`config.mk`:
```
export PLATFORM = sky130hd
export DESIGN_NAME = pwm_timer16
export DESIGN_NICKNAME = d
export VERILOG_FILES = /design/src/rtl/tmr_pkg.sv /design/src/rtl/tmr_mode_decode.sv /design/src/rtl/tmr_count_core.sv /design/src/rtl/tmr_cmp_slot.sv /design/src/rtl/tmr_wave_gen.sv /design/src/rtl/pwm_timer16.sv
export SDC_FILE = /design/constraint.sdc
export NUM_CORES = 1
export LEC_CHECK = 0
export BUFFER_PORTS_ARGS = -buffer_cell sky130_fd_sc_hd__clkbuf_2
export CAP_MARGIN = 20
export CORE_MARGIN = 8
export CORE_UTILIZATION = 60
export CTS_BUF_LIST = sky130_fd_sc_hd__clkbuf_16
export CTS_CLUSTER_DIAMETER = 200
export DETAILED_ROUTE_END_ITERATION = 6
export GPL_ROUTABILITY_DRIVEN = 0
export MAX_ROUTING_LAYER = met4
export PLACE_DENSITY = 0.82
export SYNTH_ARGS = -nofsm -noshare
export SYNTH_HDL_FRONTEND = slang
export SYNTH_HIERARCHICAL = 1
export SYNTH_SLANG_ARGS = --single-unit
```
`constraint.sdc`:
```
create_clock -name clk -period 5 [get_ports clk]
set_input_delay 0.25 -clock clk [delete_from_list [all_inputs] [get_ports clk]]
set_output_delay 0.25 -clock clk [all_outputs]
set_load 0.005 [all_outputs]
```
`src/rtl/tmr_pkg.sv`:
```
package tmr_pkg;

  typedef enum logic [1:0] {
    KIND_SINGLE,
    KIND_FAST,
    KIND_DUAL,
    KIND_STOP
  } kind_e;

  typedef enum logic [2:0] {
    TSRC_MAX,
    TSRC_8B,
    TSRC_9B,
    TSRC_10B,
    TSRC_CMPA,
    TSRC_CAP
  } tsrc_e;

  typedef enum logic [1:0] {
    LD_NOW,
    LD_TOP,
    LD_BOT
  } load_e;

  typedef enum logic [1:0] {
    FLAG_MAX,
    FLAG_TOP,
    FLAG_BOT
  } flag_e;

  typedef struct packed {
    kind_e kind;
    tsrc_e tsrc;
    load_e ld;
    flag_e fl;
  } mode_cfg_t;

endpackage

```
`src/rtl/tmr_mode_decode.sv`:
```
module tmr_mode_decode
  import tmr_pkg::*;
(
  input  logic [3:0] mode,
  output mode_cfg_t  cfg
);

  always_comb begin
    cfg = '{kind: KIND_SINGLE, tsrc: TSRC_MAX, ld: LD_NOW, fl: FLAG_MAX};
    case (mode)
      4'd0:  cfg = '{kind: KIND_SINGLE, tsrc: TSRC_MAX,  ld: LD_NOW, fl: FLAG_MAX};
      4'd1:  cfg = '{kind: KIND_DUAL,   tsrc: TSRC_8B,   ld: LD_TOP, fl: FLAG_BOT};
      4'd2:  cfg = '{kind: KIND_DUAL,   tsrc: TSRC_9B,   ld: LD_TOP, fl: FLAG_BOT};
      4'd3:  cfg = '{kind: KIND_DUAL,   tsrc: TSRC_10B,  ld: LD_TOP, fl: FLAG_BOT};
      4'd4:  cfg = '{kind: KIND_SINGLE, tsrc: TSRC_CMPA, ld: LD_NOW, fl: FLAG_MAX};
      4'd5:  cfg = '{kind: KIND_FAST,   tsrc: TSRC_8B,   ld: LD_TOP, fl: FLAG_TOP};
      4'd6:  cfg = '{kind: KIND_FAST,   tsrc: TSRC_9B,   ld: LD_TOP, fl: FLAG_TOP};
      4'd7:  cfg = '{kind: KIND_FAST,   tsrc: TSRC_10B,  ld: LD_TOP, fl: FLAG_TOP};
      4'd8:  cfg = '{kind: KIND_DUAL,   tsrc: TSRC_CAP,  ld: LD_BOT, fl: FLAG_BOT};
      4'd9:  cfg = '{kind: KIND_DUAL,   tsrc: TSRC_CMPA, ld: LD_BOT, fl: FLAG_BOT};
      4'd10: cfg = '{kind: KIND_DUAL,   tsrc: TSRC_CAP,  ld: LD_TOP, fl: FLAG_BOT};
      4'd11: cfg = '{kind: KIND_DUAL,   tsrc: TSRC_CMPA, ld: LD_TOP, fl: FLAG_BOT};
      4'd12: cfg = '{kind: KIND_SINGLE, tsrc: TSRC_CAP,  ld: LD_NOW, fl: FLAG_MAX};
      4'd13: cfg = '{kind: KIND_STOP,   tsrc: TSRC_MAX,  ld: LD_NOW, fl: FLAG_MAX};
      4'd14: cfg = '{kind: KIND_FAST,   tsrc: TSRC_CAP,  ld: LD_TOP, fl: FLAG_TOP};
      default: cfg = '{kind: KIND_FAST, tsrc: TSRC_CMPA, ld: LD_TOP, fl: FLAG_TOP};
    endcase
  end

endmodule

```
`src/rtl/tmr_count_core.sv`:
```
module tmr_count_core
  import tmr_pkg::*;
#(
  parameter int W = 16
) (
  input  logic         clk,
  input  logic         rst,
  input  logic         tick,
  input  kind_e        kind,
  input  logic [W-1:0] top,
  output logic [W-1:0] cnt,
  output logic         up
);

  localparam logic [W-1:0] ONE = W'(1);

  always_ff @(posedge clk) begin
    if (rst) begin
      cnt <= '0;
      up  <= 1'b1;
    end else if (tick && kind != KIND_STOP) begin
      if (kind == KIND_DUAL) begin
        if (up) begin
          if (cnt >= top) begin
            up  <= 1'b0;
            cnt <= (cnt != '0) ? cnt - ONE : '0;
          end else begin
            cnt <= cnt + ONE;
          end
        end else begin
          if (cnt == '0) begin
            up  <= 1'b1;
            cnt <= (top != '0) ? ONE : '0;
          end else begin
            cnt <= cnt - ONE;
          end
        end
      end else begin
        up  <= 1'b1;
        cnt <= (cnt == top) ? '0 : cnt + ONE;
      end
    end
  end

endmodule

```
`src/rtl/tmr_cmp_slot.sv`:
```
module tmr_cmp_slot #(
  parameter int W = 16
) (
  input  logic         clk,
  input  logic         rst,
  input  logic         we,
  input  logic [W-1:0] wdata,
  input  logic         imm,
  input  logic         load,
  output logic [W-1:0] act
);

  logic [W-1:0] shadow;

  always_ff @(posedge clk) begin
    if (rst) begin
      shadow <= '0;
      act    <= '0;
    end else begin
      if (we) shadow <= wdata;
      if (we && imm) act <= wdata;
      else if (load) act <= shadow;
    end
  end

endmodule

```
`src/rtl/tmr_wave_gen.sv`:
```
module tmr_wave_gen
  import tmr_pkg::*;
#(
  parameter int W = 16
) (
  input  logic         clk,
  input  logic         rst,
  input  logic         tick,
  input  kind_e        kind,
  input  logic [W-1:0] cnt,
  input  logic [W-1:0] top,
  input  logic [W-1:0] cmp,
  input  logic         up,
  output logic         wave
);

  always_ff @(posedge clk) begin
    if (rst) begin
      wave <= 1'b0;
    end else if (tick) begin
      case (kind)
        KIND_FAST: begin
          if (cnt == top) wave <= 1'b1;
          else if (cnt == cmp) wave <= 1'b0;
        end
        KIND_DUAL: if (cnt == cmp) wave <= ~up;
        KIND_SINGLE: if (cnt == cmp) wave <= ~wave;
        default: wave <= wave;
      endcase
    end
  end

endmodule

```
`src/rtl/pwm_timer16.sv`:
```
module pwm_timer16
  import tmr_pkg::*;
#(
  parameter int W = 16
) (
  input  logic         clk,
  input  logic         rst,
  input  logic         tick,
  input  logic         ctl_hi_we,
  input  logic [7:0]   ctl_hi_wdata,
  input  logic         ctl_lo_we,
  input  logic [7:0]   ctl_lo_wdata,
  input  logic         cmp_a_we,
  input  logic [W-1:0] cmp_a_wdata,
  input  logic         cap_we,
  input  logic [W-1:0] cap_wdata,
  input  logic         cmp_b_we,
  input  logic [W-1:0] cmp_b_wdata,
  output logic [W-1:0] count_o,
  output logic         wave_a_o,
  output logic         wave_b_o,
  output logic         ovf_o,
  output logic         match_a_o,
  output logic         match_b_o
);

  localparam int NCH = 2;
  localparam logic [W-1:0] MAXV  = {W{1'b1}};
  localparam logic [W-1:0] TOP8  = W'(255);
  localparam logic [W-1:0] TOP9  = W'(511);
  localparam logic [W-1:0] TOP10 = W'(1023);

  logic [3:0]   mode_q;
  logic [W-1:0] cap_q;
  mode_cfg_t    cfg;
  logic [W-1:0] cnt;
  logic         cnt_up;
  logic [W-1:0] top_val;
  logic         live, at_top, at_bot, at_max, load;

  logic         we_ch   [NCH];
  logic [W-1:0] wd_ch   [NCH];
  logic [W-1:0] act_ch  [NCH];
  logic         wave_ch [NCH];
  logic         hit_ch  [NCH];

  always_ff @(posedge clk) begin
    if (rst) begin
      mode_q <= '0;
      cap_q  <= '0;
    end else begin
      if (ctl_hi_we) mode_q[3:2] <= ctl_hi_wdata[4:3];
      if (ctl_lo_we) mode_q[1:0] <= ctl_lo_wdata[1:0];
      if (cap_we)    cap_q       <= cap_wdata;
    end
  end

  tmr_mode_decode u_dec (.mode(mode_q), .cfg(cfg));

  always_comb begin
    case (cfg.tsrc)
      TSRC_8B:   top_val = TOP8;
      TSRC_9B:   top_val = TOP9;
      TSRC_10B:  top_val = TOP10;
      TSRC_CMPA: top_val = act_ch[0];
      TSRC_CAP:  top_val = cap_q;
      default:   top_val = MAXV;
    endcase
  end

  assign live   = tick && (cfg.kind != KIND_STOP);
  assign at_top = live && (cnt == top_val);
  assign at_bot = live && (cnt == '0);
  assign at_max = live && (cnt == MAXV);

  always_comb begin
    case (cfg.ld)
      LD_TOP:  load = at_top;
      LD_BOT:  load = at_bot;
      default: load = 1'b0;
    endcase
  end

  tmr_count_core #(.W(W)) u_core (
    .clk(clk), .rst(rst), .tick(tick), .kind(cfg.kind),
    .top(top_val), .cnt(cnt), .up(cnt_up)
  );

  assign we_ch[0] = cmp_a_we;
  assign we_ch[1] = cmp_b_we;
  assign wd_ch[0] = cmp_a_wdata;
  assign wd_ch[1] = cmp_b_wdata;

  for (genvar c = 0; c < NCH; c++) begin : g_ch
    tmr_cmp_slot #(.W(W)) u_slot (
      .clk(clk), .rst(rst), .we(we_ch[c]), .wdata(wd_ch[c]),
      .imm(cfg.ld == LD_NOW), .load(load), .act(act_ch[c])
    );

    tmr_wave_gen #(.W(W)) u_wave (
      .clk(clk), .rst(rst), .tick(live), .kind(cfg.kind), .cnt(cnt),
      .top(top_val), .cmp(act_ch[c]), .up(cnt_up), .wave(wave_ch[c])
    );

    always_ff @(posedge clk) begin
      if (rst) hit_ch[c] <= 1'b0;
      else     hit_ch[c] <= live && (cnt == act_ch[c]);
    end
  end

  always_ff @(posedge clk) begin
    if (rst) begin
      ovf_o <= 1'b0;
    end else begin
      case (cfg.fl)
        FLAG_TOP: ovf_o <= at_top;
        FLAG_BOT: ovf_o <= at_bot;
        default:  ovf_o <= at_max;
      endcase
    end
  end

  assign count_o   = cnt;
  assign wave_a_o  = wave_ch[0];
  assign wave_b_o  = wave_ch[1];
  assign match_a_o = hit_ch[0];
  assign match_b_o = hit_ch[1];

endmodule

```
==> impl_metrics.toml, run 1 <==
[placed_design]
dp.final_hpwl_mm = 15.23
io_buffers = 80
place_area_um2 = 8464

[drt]
drt-pass1-iter-count = 6
drcViolationCount = 0
drt_iter0_drc = 651
viasPerCell = 6.222
avgRoutedWirePerCell_um = 18.96
via_count = 7137
ant_nets = 0
routed_wl_mm = 21.75

[die]
core-area_um2 = 13140
die_area_um2 = 17290
ios = 93
start_util_pct = 60.90
fp-row-count = 42
die_h_um = 131.5
die-width_um = 131.5

[yosys]
ys.flop_type = "dfxtp_1"
ys_types = 80
syn-cell-area_um2 = 8001
synth_seq_cells = 106
syn_nets = 1010
yosysWarnings = 6
seq_area_frac_synth_pct = 26.52
synth_edf_count = 0
avgSynthCellArea_um2 = 8.764
synthCells = 913
ys_async_sr_fraction_pct = 0

[setup_path]
r2r_setup_slack_ns = 0.50
reg2reg_depth = 16
required_ns = 5.20
path_delay_family = "compound AO/OA/AOI/OAI gates"
crit_fanout = 15
crit_buf_inv = 3
startpoint_type = "register"
slowest_delay_ns = 0.58
timing.critical_path.cells = "nand2b_1 > o21ai_0 > buf_4 > inv_1 > ha_1 > nor2_1 > and2_1 > o21ai_0 > inv_1 > ha_1 > nand2_1 > o21ai_1 > a221o_1 > or3_1 > o311ai_1 > a31oi_1"
critical_path_class = "register to register"
r2r-start = "mode_q[2]"
worst-path-stages = 16
critical_path_arrival_ns = 4.71
worstSetupEndpointType = "register"
r2r-end = "u_core/cnt[2]"
slowest_stage = "or3_1"

[min_path]
min-delay-path-class = "primary input to register"
hold_depth = 3
holdPathEnd = "mode_q[1]"
worstHoldStart = "ctl_lo_wdata[1]"

[clock_tree]
cts_sinks = 106
cts_buffers = 9
postCtsHoldBufs = 0
postCtsSetupRepairBufs = 0
cts_tree = "done"
clockBufferDepth = 2
cts_resized = 0
clkTransAtPathRegs_ns = 0.08
cts_root_buffer = "clkbuf_16"
insertion_delay_ns = 0.36
htreeDepth = 3

[grt]
grt_pass1_vias = 6680
antenna_found_initial = 0
grt_max_degree = 88
grt_pass1_wl_mm = 34.65
grt_overflow_total = 0
grt_usage_pct = 24.88

[power_and_ir_drop]
power_switching_share_pct = 33.74
clkPwrFrac_pct = 30.1
p_per_area_nw_per_um2 = 259.0
pwr-share-comb_pct = 27.9
p_leak_nw = 3.980
p_sw_mw = 0.7663
irDropWorstVdd_uv = 201.1
pwr-share-seq_pct = 42.0
internal_power_mw = 1.505

[sta]
fin_setup_tns_ns = 0
period_share_pct = 90.04
whs_ns = 0.1248
hold_viol_final = 0
fin_crit_ns = 4.502
slew_violations = 0
setup_viol = 0
fmax_mhz = 222.1
worst_pin_slew_ns = 1.036
fin_skew_ns = 0.01111
slew_headroom_pct = 30.84
rsz0062_at_grt = "no"

[final_layout]
final_cell_mix = "106 x dfxtp_1, 95 x mux2i_1, 93 x nor2_1"
drive_gt1_share_pct = 18.64
final_common_cell = "dfxtp_1"
antenna_cells = 0
fin_area_um2 = 8770
nFillCells = 1122
nNetsFinal = 1063
syn_to_final_growth_pct = 9.601

[job]
drv_cap = 0

[run_status]
status = "complete, no violations"
## worst min-delay path, cell delays in order
cell and delay [ns]:
clkbuf_2 0.07, mux2i_1 0.05, nor2_1 0.07
## cell usage after synthesis (all sizes together) (29+ instances only)
master  number  area share (%)
dfxtp      106              27
mux2i       95              12
nor2        94             4.4
xor2        93              10
nor4        43             4.4
nand2       42             2.2
a211oi      36             4.6
inv         34             1.6
and3b       33             3.6
clkbuf      32             1.5
buf         30             3.0
o21ai       29             1.8
## worst max path at each step
stage	start	end	slack, ns
floorplan	mode_q[1]	u_core/cnt[11]	1.17
detailed placement	mode_q[2]	u_core/cnt[2]	0.62
global placement	mode_q[2]	u_core/cnt[2]	0.76
global route	mode_q[2]	u_core/cnt[2]	0.21
finish	mode_q[2]	u_core/cnt[2]	0.50
CTS	mode_q[2]	u_core/cnt[2]	0.57
## sequential cells by signal, summed over array words and instances, names as in the netlist
signal / count
cap_q: 16
g_ch.u_slot/shadow: 32
ovf_o: 1
g_ch.u_slot/act: 32
hit_ch: 2
u_core/up: 1
mode_q: 4
u_core/cnt: 16
g_ch.u_wave/wave: 2
## layout make-up
cell class	count	area [um2]	area share, %
inverters	34	127.6	1.455
clock inverters	7	52.55	0.5992
repair buffers	104	615.6	7.020
multi-input cells	711	5406	61.65
flip-flops and latches	106	2122	24.20
well taps	176	220.2	2.511
clock buffers	9	225.2	2.568
## cells by family after synthesis
family          share of synthesized area, %
fa+ha+maj                              3.909
compound gates                         14.73
simple gates                           23.46
buf+inv                                6.146
xor+xnor                               12.37
flops                                  26.52
mux                                    12.87
## power groups by stage
stage / logic [mW] / clock network (mW) / registers (mW)
2_1_floorplan: 0.479 / 0 / 0.957
5_1_grt: 0.689 / 0.723 / 0.960
6_report: 0.634 / 0.684 / 0.954
4_1_cts: 0.618 / 0.694 / 0.953
3_5_place_dp: 0.613 / 0 / 0.972
3_3_place_gp: 0.594 / 0 / 0.970
## metrics by stage
stage | worst slack, ns | utilization, % | instances | total power, mW
4_1_cts | 0.5746 | 66.54 | 1146 | 2.264
2_1_floorplan | 1.174 | - | 913 | 1.436
6_report | 0.4980 | 66.75 | 1147 | 2.271
5_1_grt | 0.2085 | 66.75 | 1147 | 2.371
3_5_place_dp | 0.6245 | 64.43 | 1130 | 1.585
3_3_place_gp | 0.7639 | 64.43 | 1130 | 1.563
## per-layer routing
metal	vias up	share of wire (%)	track usage [%]
li1	3411	-	-
met1	3352	44	31.46
met2	316	46	38.36
met3	58	6.9	3.277
met4	0	3.7	12.51
met5	-	0	-
Note: power is estimated with default switching activity, not from simulation.
==> run 2: changes to the inputs <==
--- a/config.mk
+++ b/config.mk
@@ -7,6 +7,7 @@
 export LEC_CHECK = 0
 export BUFFER_PORTS_ARGS = -buffer_cell sky130_fd_sc_hd__clkbuf_2
 export CAP_MARGIN = 20
+export CORE_ASPECT_RATIO = 1.1
 export CORE_MARGIN = 8
 export CORE_UTILIZATION = 60
 export CTS_BUF_LIST = sky130_fd_sc_hd__clkbuf_16
==> impl_metrics.toml, run 2 (synthesis gave the netlist of run 1 again) <==
[run_status]
status = "complete, no violations"

[die]
die_area_um2 = 17290
die-width_um = 126.1
fp-row-count = 44
start_util_pct = 61.07
ios = 93
core-area_um2 = 13100
die_h_um = 137.1

[drt]
avgRoutedWirePerCell_um = 18.96
viasPerCell = 6.326
ant_nets = 0
drcViolationCount = 0
drt-pass1-iter-count = 5
routed_wl_mm = 21.38
via_count = 7136
drt_iter0_drc = 618

[sta]
fin_ws_ns = 0.5129
setup_viol = 0
fin_skew_ns = 0.009066
fmax_mhz = 222.9
slew_headroom_pct = 26.27
worst_pin_slew_ns = 1.104
slew_violations = 0
rsz0062_at_grt = "no"
fin_crit_ns = 4.487
whs_ns = 0.1197
fin_setup_tns_ns = 0
period_share_pct = 89.74
hold_viol_final = 0

[clock_tree]
insertion_delay_ns = 0.36
cts_buffers = 9
cts_tree = "done"
cts_root_buffer = "clkbuf_16"
postCtsHoldBufs = 0
cts_sinks = 106
clockBufferDepth = 2
clkTransAtPathRegs_ns = 0.07
htreeDepth = 3

[final_layout]
drive_gt1_share_pct = 18.22
fin_area_um2 = 8737
reg_top3 = "g_ch.u_slot/act x32, g_ch.u_slot/shadow x32"
nFillCells = 1102
syn_to_final_growth_pct = 9.195
nNetsFinal = 1060
final_common_cell = "dfxtp_1"
final_cell_mix = "106 x dfxtp_1, 95 x mux2i_1, 93 x nor2_1"

[setup_path]
startpoint_type = "register"
required_ns = 5.22
critical_path_class = "register to register"
crit_fanout = 15
worstSetupEndpointType = "register"
critical_path_arrival_ns = 4.70

[grt]
antenna_found_initial = 0
grt_usage_pct = 25.13
grt_pass1_vias = 6760
grt_overflow_total = 0
grt_pass1_wl_mm = 34.29
grt_max_degree = 64

[power_and_ir_drop]
p_per_area_nw_per_um2 = 261.5
total_power_mw = 2.285
p_leak_nw = 3.969
irDropWorstVdd_uv = 231.5

[job]
drv_cap = 0

[placed_design]
place_area_um2 = 8423
dp.final_hpwl_mm = 15.22
io_buffers = 80
dp_slack_ns = 0.4822

[min_path]
min-delay-path-class = "primary input to register"
[run 2: per-stage QoR]
step,instances,utilization (%)
floorplan,913,-
global placement,1112,64.29
detailed placement,1112,64.29
CTS,1126,66.45
global route,1127,66.66
finish,1128,66.68
[run 2: worst paths after layout]
| check | startpoint | endpoint | slack, ns | cells after the start |
|---|---|---|---|---|
| worst min register to register | g_ch[1].u_slot/shadow[1] | g_ch[1].u_slot/shadow[1] | 0.50 | 2 |
| worst min-delay path | ctl_lo_wdata[1] | mode_q[1] | 0.12 | 3 |
| worst max-delay path | mode_q[2] | u_core/cnt[1] | 0.51 | 15 |
| worst max register to register | mode_q[2] | u_core/cnt[1] | 0.51 | 15 |
[run 2: repair_timing]
item | 4_1_cts | 5_1_grt
buffers inserted | 0 | 0
gates resized for setup | 0 | 1
setup endpoints to repair | 0 | 2
[run 2: critical path, stage by stage, from the launching register on]
cell      delay [ns]
dfxtp_1         0.45
nand2b_1        0.10
o21ai_1         0.36
inv_1           0.08
ha_1            0.43
nor2_1          0.19
and2_1          0.33
o21ai_0         0.35
inv_1           0.14
ha_1            0.25
o21ai_1         0.15
a21oi_1         0.08
o31a_4          0.36
or3_1           0.59
a221oi_1        0.39
a211oi_1        0.09
[run 2: cell type report]
| cell class | count | area, um2 | area share [%] |
|---|---|---|---|
| Multi-Input combinational cell | 711 | 5406 | 61.88 |
| Sequential cell | 106 | 2122 | 24.29 |
| Timing Repair Buffer | 101 | 593.1 | 6.788 |
| Clock buffer | 9 | 225.2 | 2.578 |
| Tap cell | 161 | 201.4 | 2.306 |
| Inverter | 34 | 127.6 | 1.461 |
| Clock inverter | 5 | 58.81 | 0.6731 |
| Antenna cell | 1 | 2.502 | 0.02864 |
[run 2: routing by layer]
layer	GRT usage [%]	vias up	wire, um	part of all wire [%]
met1	29.76	3387	9105	43
met4	14.18	0	809	3.8
met2	40.30	296	10130	47
met3	3.936	49	1341	6.3
met5	-	-	0	0
li1	-	3404	-	-
[run 2: power breakdown]
group / internal, mW / total (mW) / switching (mW) / leakage [nW]
sequential: 0.897 / 0.956 / 0.0588 / 0.872
combinational: 0.261 / 0.625 / 0.363 / 2.96
clock: 0.383 / 0.704 / 0.322 / 0.139
total: 1.54 / 2.28 / 0.744 / 3.97
==> run 3: changes to the inputs <==
--- a/config.mk
+++ b/config.mk
@@ -16,6 +16,7 @@
 export GPL_ROUTABILITY_DRIVEN = 0
 export MAX_ROUTING_LAYER = met4
 export PLACE_DENSITY = 0.82
+export RECOVER_POWER = 50
 export SYNTH_ARGS = -nofsm -noshare
 export SYNTH_HDL_FRONTEND = slang
 export SYNTH_HIERARCHICAL = 1
==> impl_metrics.toml, run 3 (synthesis gave the netlist of run 1 again) <==
[run_status]
status = "complete, but fails checks"
violations = "capacitance limit, slew limit"

[drt]
via_count = 7174
viasPerCell = 6.366
routed_wl_mm = 21.38
drt_iter0_drc = 623
avgRoutedWirePerCell_um = 18.97
ant_nets = 0
drcViolationCount = 0
drt-pass1-iter-count = 6

[die]
die_area_um2 = 17290
ios = 93
core-area_um2 = 13100
fp-row-count = 44
start_util_pct = 61.07
die-width_um = 126.1
die_h_um = 137.1

[setup_path]
worstSetupEndpointType = "register"
slowest_delay_ns = 0.59
critical_path_class = "register to register"
critical_path_arrival_ns = 4.70
required_ns = 5.18
slowest_stage = "or3_1"
crit_fanout = 15
startpoint_type = "register"
timing.critical_path.cells = "nand2b_1 > o21ai_1 > inv_1 > ha_1 > nor2_1 > and2_1 > o21ai_0 > inv_1 > ha_1 > o21ai_1 > a21oi_1 > o31a_4 > or3_1 > a221oi_1 > a211oi_1"

[grt]
grt_pass1_wl_mm = 34.29
grt_usage_pct = 25.13
grt_overflow_total = 0
grt_max_degree = 64
grt_pass1_vias = 6760
antenna_found_initial = 0

[final_layout]
fin_cells = 1127
final_common_cell = "dfxtp_1"
nNetsFinal = 1060
reg_top3 = "g_ch.u_slot/act x32, g_ch.u_slot/shadow x32"
nFillCells = 1113
syn_to_final_growth_pct = 8.726
drive_gt1_share_pct = 16.77
postLayoutCoreUtil_pct = 66.40
antenna_cells = 0
final_cell_mix = "106 x dfxtp_1, 95 x mux2i_1, 93 x nor2_1"

[clock_tree]
cts_sinks = 106
cts_root_buffer = "clkbuf_16"
clkTransAtPathRegs_ns = 0.07
clockBufferDepth = 2
htreeDepth = 3
cts_tree = "done"
cts_buffers = 9
insertion_delay_ns = 0.37
postCtsHoldBufs = 0

[min_path]
min-delay-path-class = "primary input to register"

[sta]
setup_viol = 0
fin_crit_ns = 4.521
worst_pin_slew_ns = 2.405
fmax_mhz = 221.2
fin_skew_ns = 0.01059
slew_violations = 119
slew_headroom_pct = -60.36
rsz0062_at_grt = "no"
fin_setup_tns_ns = 0
hold_viol_final = 0
period_share_pct = 90.42

[placed_design]
dp.final_hpwl_mm = 15.22
numPlacedInstances = 1112
io_buffers = 80

[power_and_ir_drop]
power_switching_share_pct = 32.60
pwr-share-comb_pct = 27.4
p_sw_mw = 0.7458
pwr-share-seq_pct = 41.8
p_leak_nw = 3.917
internal_power_mw = 1.542
irDropWorstVdd_uv = 232.8
p_per_area_nw_per_um2 = 263.0
clkPwrFrac_pct = 30.8
total_power_mw = 2.288

[job]
drv_cap = 3
[run 3: cell types whose count changed in the layout (fill, tap and decap cells not counted), sizes merged]
cell / before / now
diode: 1 / 0
buf: 22 / 15
clkbuf: 88 / 95
[run 3: repair_timing]
action | CTS | global route
endpoints found under the setup margin | 0 | 2
resized for setup | 0 | 1
setup buffers | 0 | 0
[run 3: cell type report]
type	count	area, um2	area share (%)
clock buffers	9	225.2	2.589
clock inverters	5	58.81	0.6760
inverters	34	127.6	1.467
multi-input cells	711	5406	62.15
flip-flops and latches	106	2122	24.39
well taps	161	201.4	2.316
repair buffers	101	558.0	6.414
[run 3: layer usage]
layer	up-vias	wire, um	part of all wire (%)	global-route usage [%]
li1	3408	-	-	-
met1	3392	9145	43	29.76
met2	309	9992	47	40.30
met3	65	1362	6.4	3.936
met4	0	877	4.1	14.18
met5	-	0	0	-
[run 3: power by group through the flow]
stage                     sequential, mW  clock (mW)  combinational (mW)
final                              0.956       0.705               0.626
after global routing               0.962       0.742               0.685
after CTS                          0.955       0.714               0.610
after detailed placement           0.974           0               0.605
after global placement             0.972           0               0.586
after floorplan                    0.957           0               0.479
[run 3: final timing paths]
| kind | start | endpoint | slack (ns) | cells past startpoint |
|---|---|---|---|---|
| setup / recovery | mode_q[2] | u_core/cnt[1] | 0.48 | 15 |
| hold / removal | ctl_lo_wdata[1] | mode_q[1] | 0.12 | 3 |
| setup reg to reg | mode_q[2] | u_core/cnt[1] | 0.48 | 15 |
| hold reg to reg | g_ch[1].u_slot/shadow[1] | g_ch[1].u_slot/shadow[1] | 0.50 | 2 |
[run 3: per-stage QoR]
stage / worst slack, ns / area (um2) / hold slack (ns)
finish: 0.4788 / 8700 / 0.1195
global route: 0.06476 / 8700 / 0.1336
CTS: 0.4011 / 8707 / 0.1173
detailed placement: 0.4822 / 8423 / 0.4831
global placement: 0.5869 / 8423 / 0.4715
floorplan: 1.174 / 8001 / 0.3162
[run 3: worst max-delay path: cells and delay by family (launching register included)]
family | cells | cell delay, ns
buffers and inverters | 2 | 0.22
flip-flops | 1 | 0.45
AND/OR/NAND/NOR | 4 | 1.20
adder cells (fa/ha/maj) | 2 | 0.68
AO/OA/AOI/OAI | 7 | 1.77
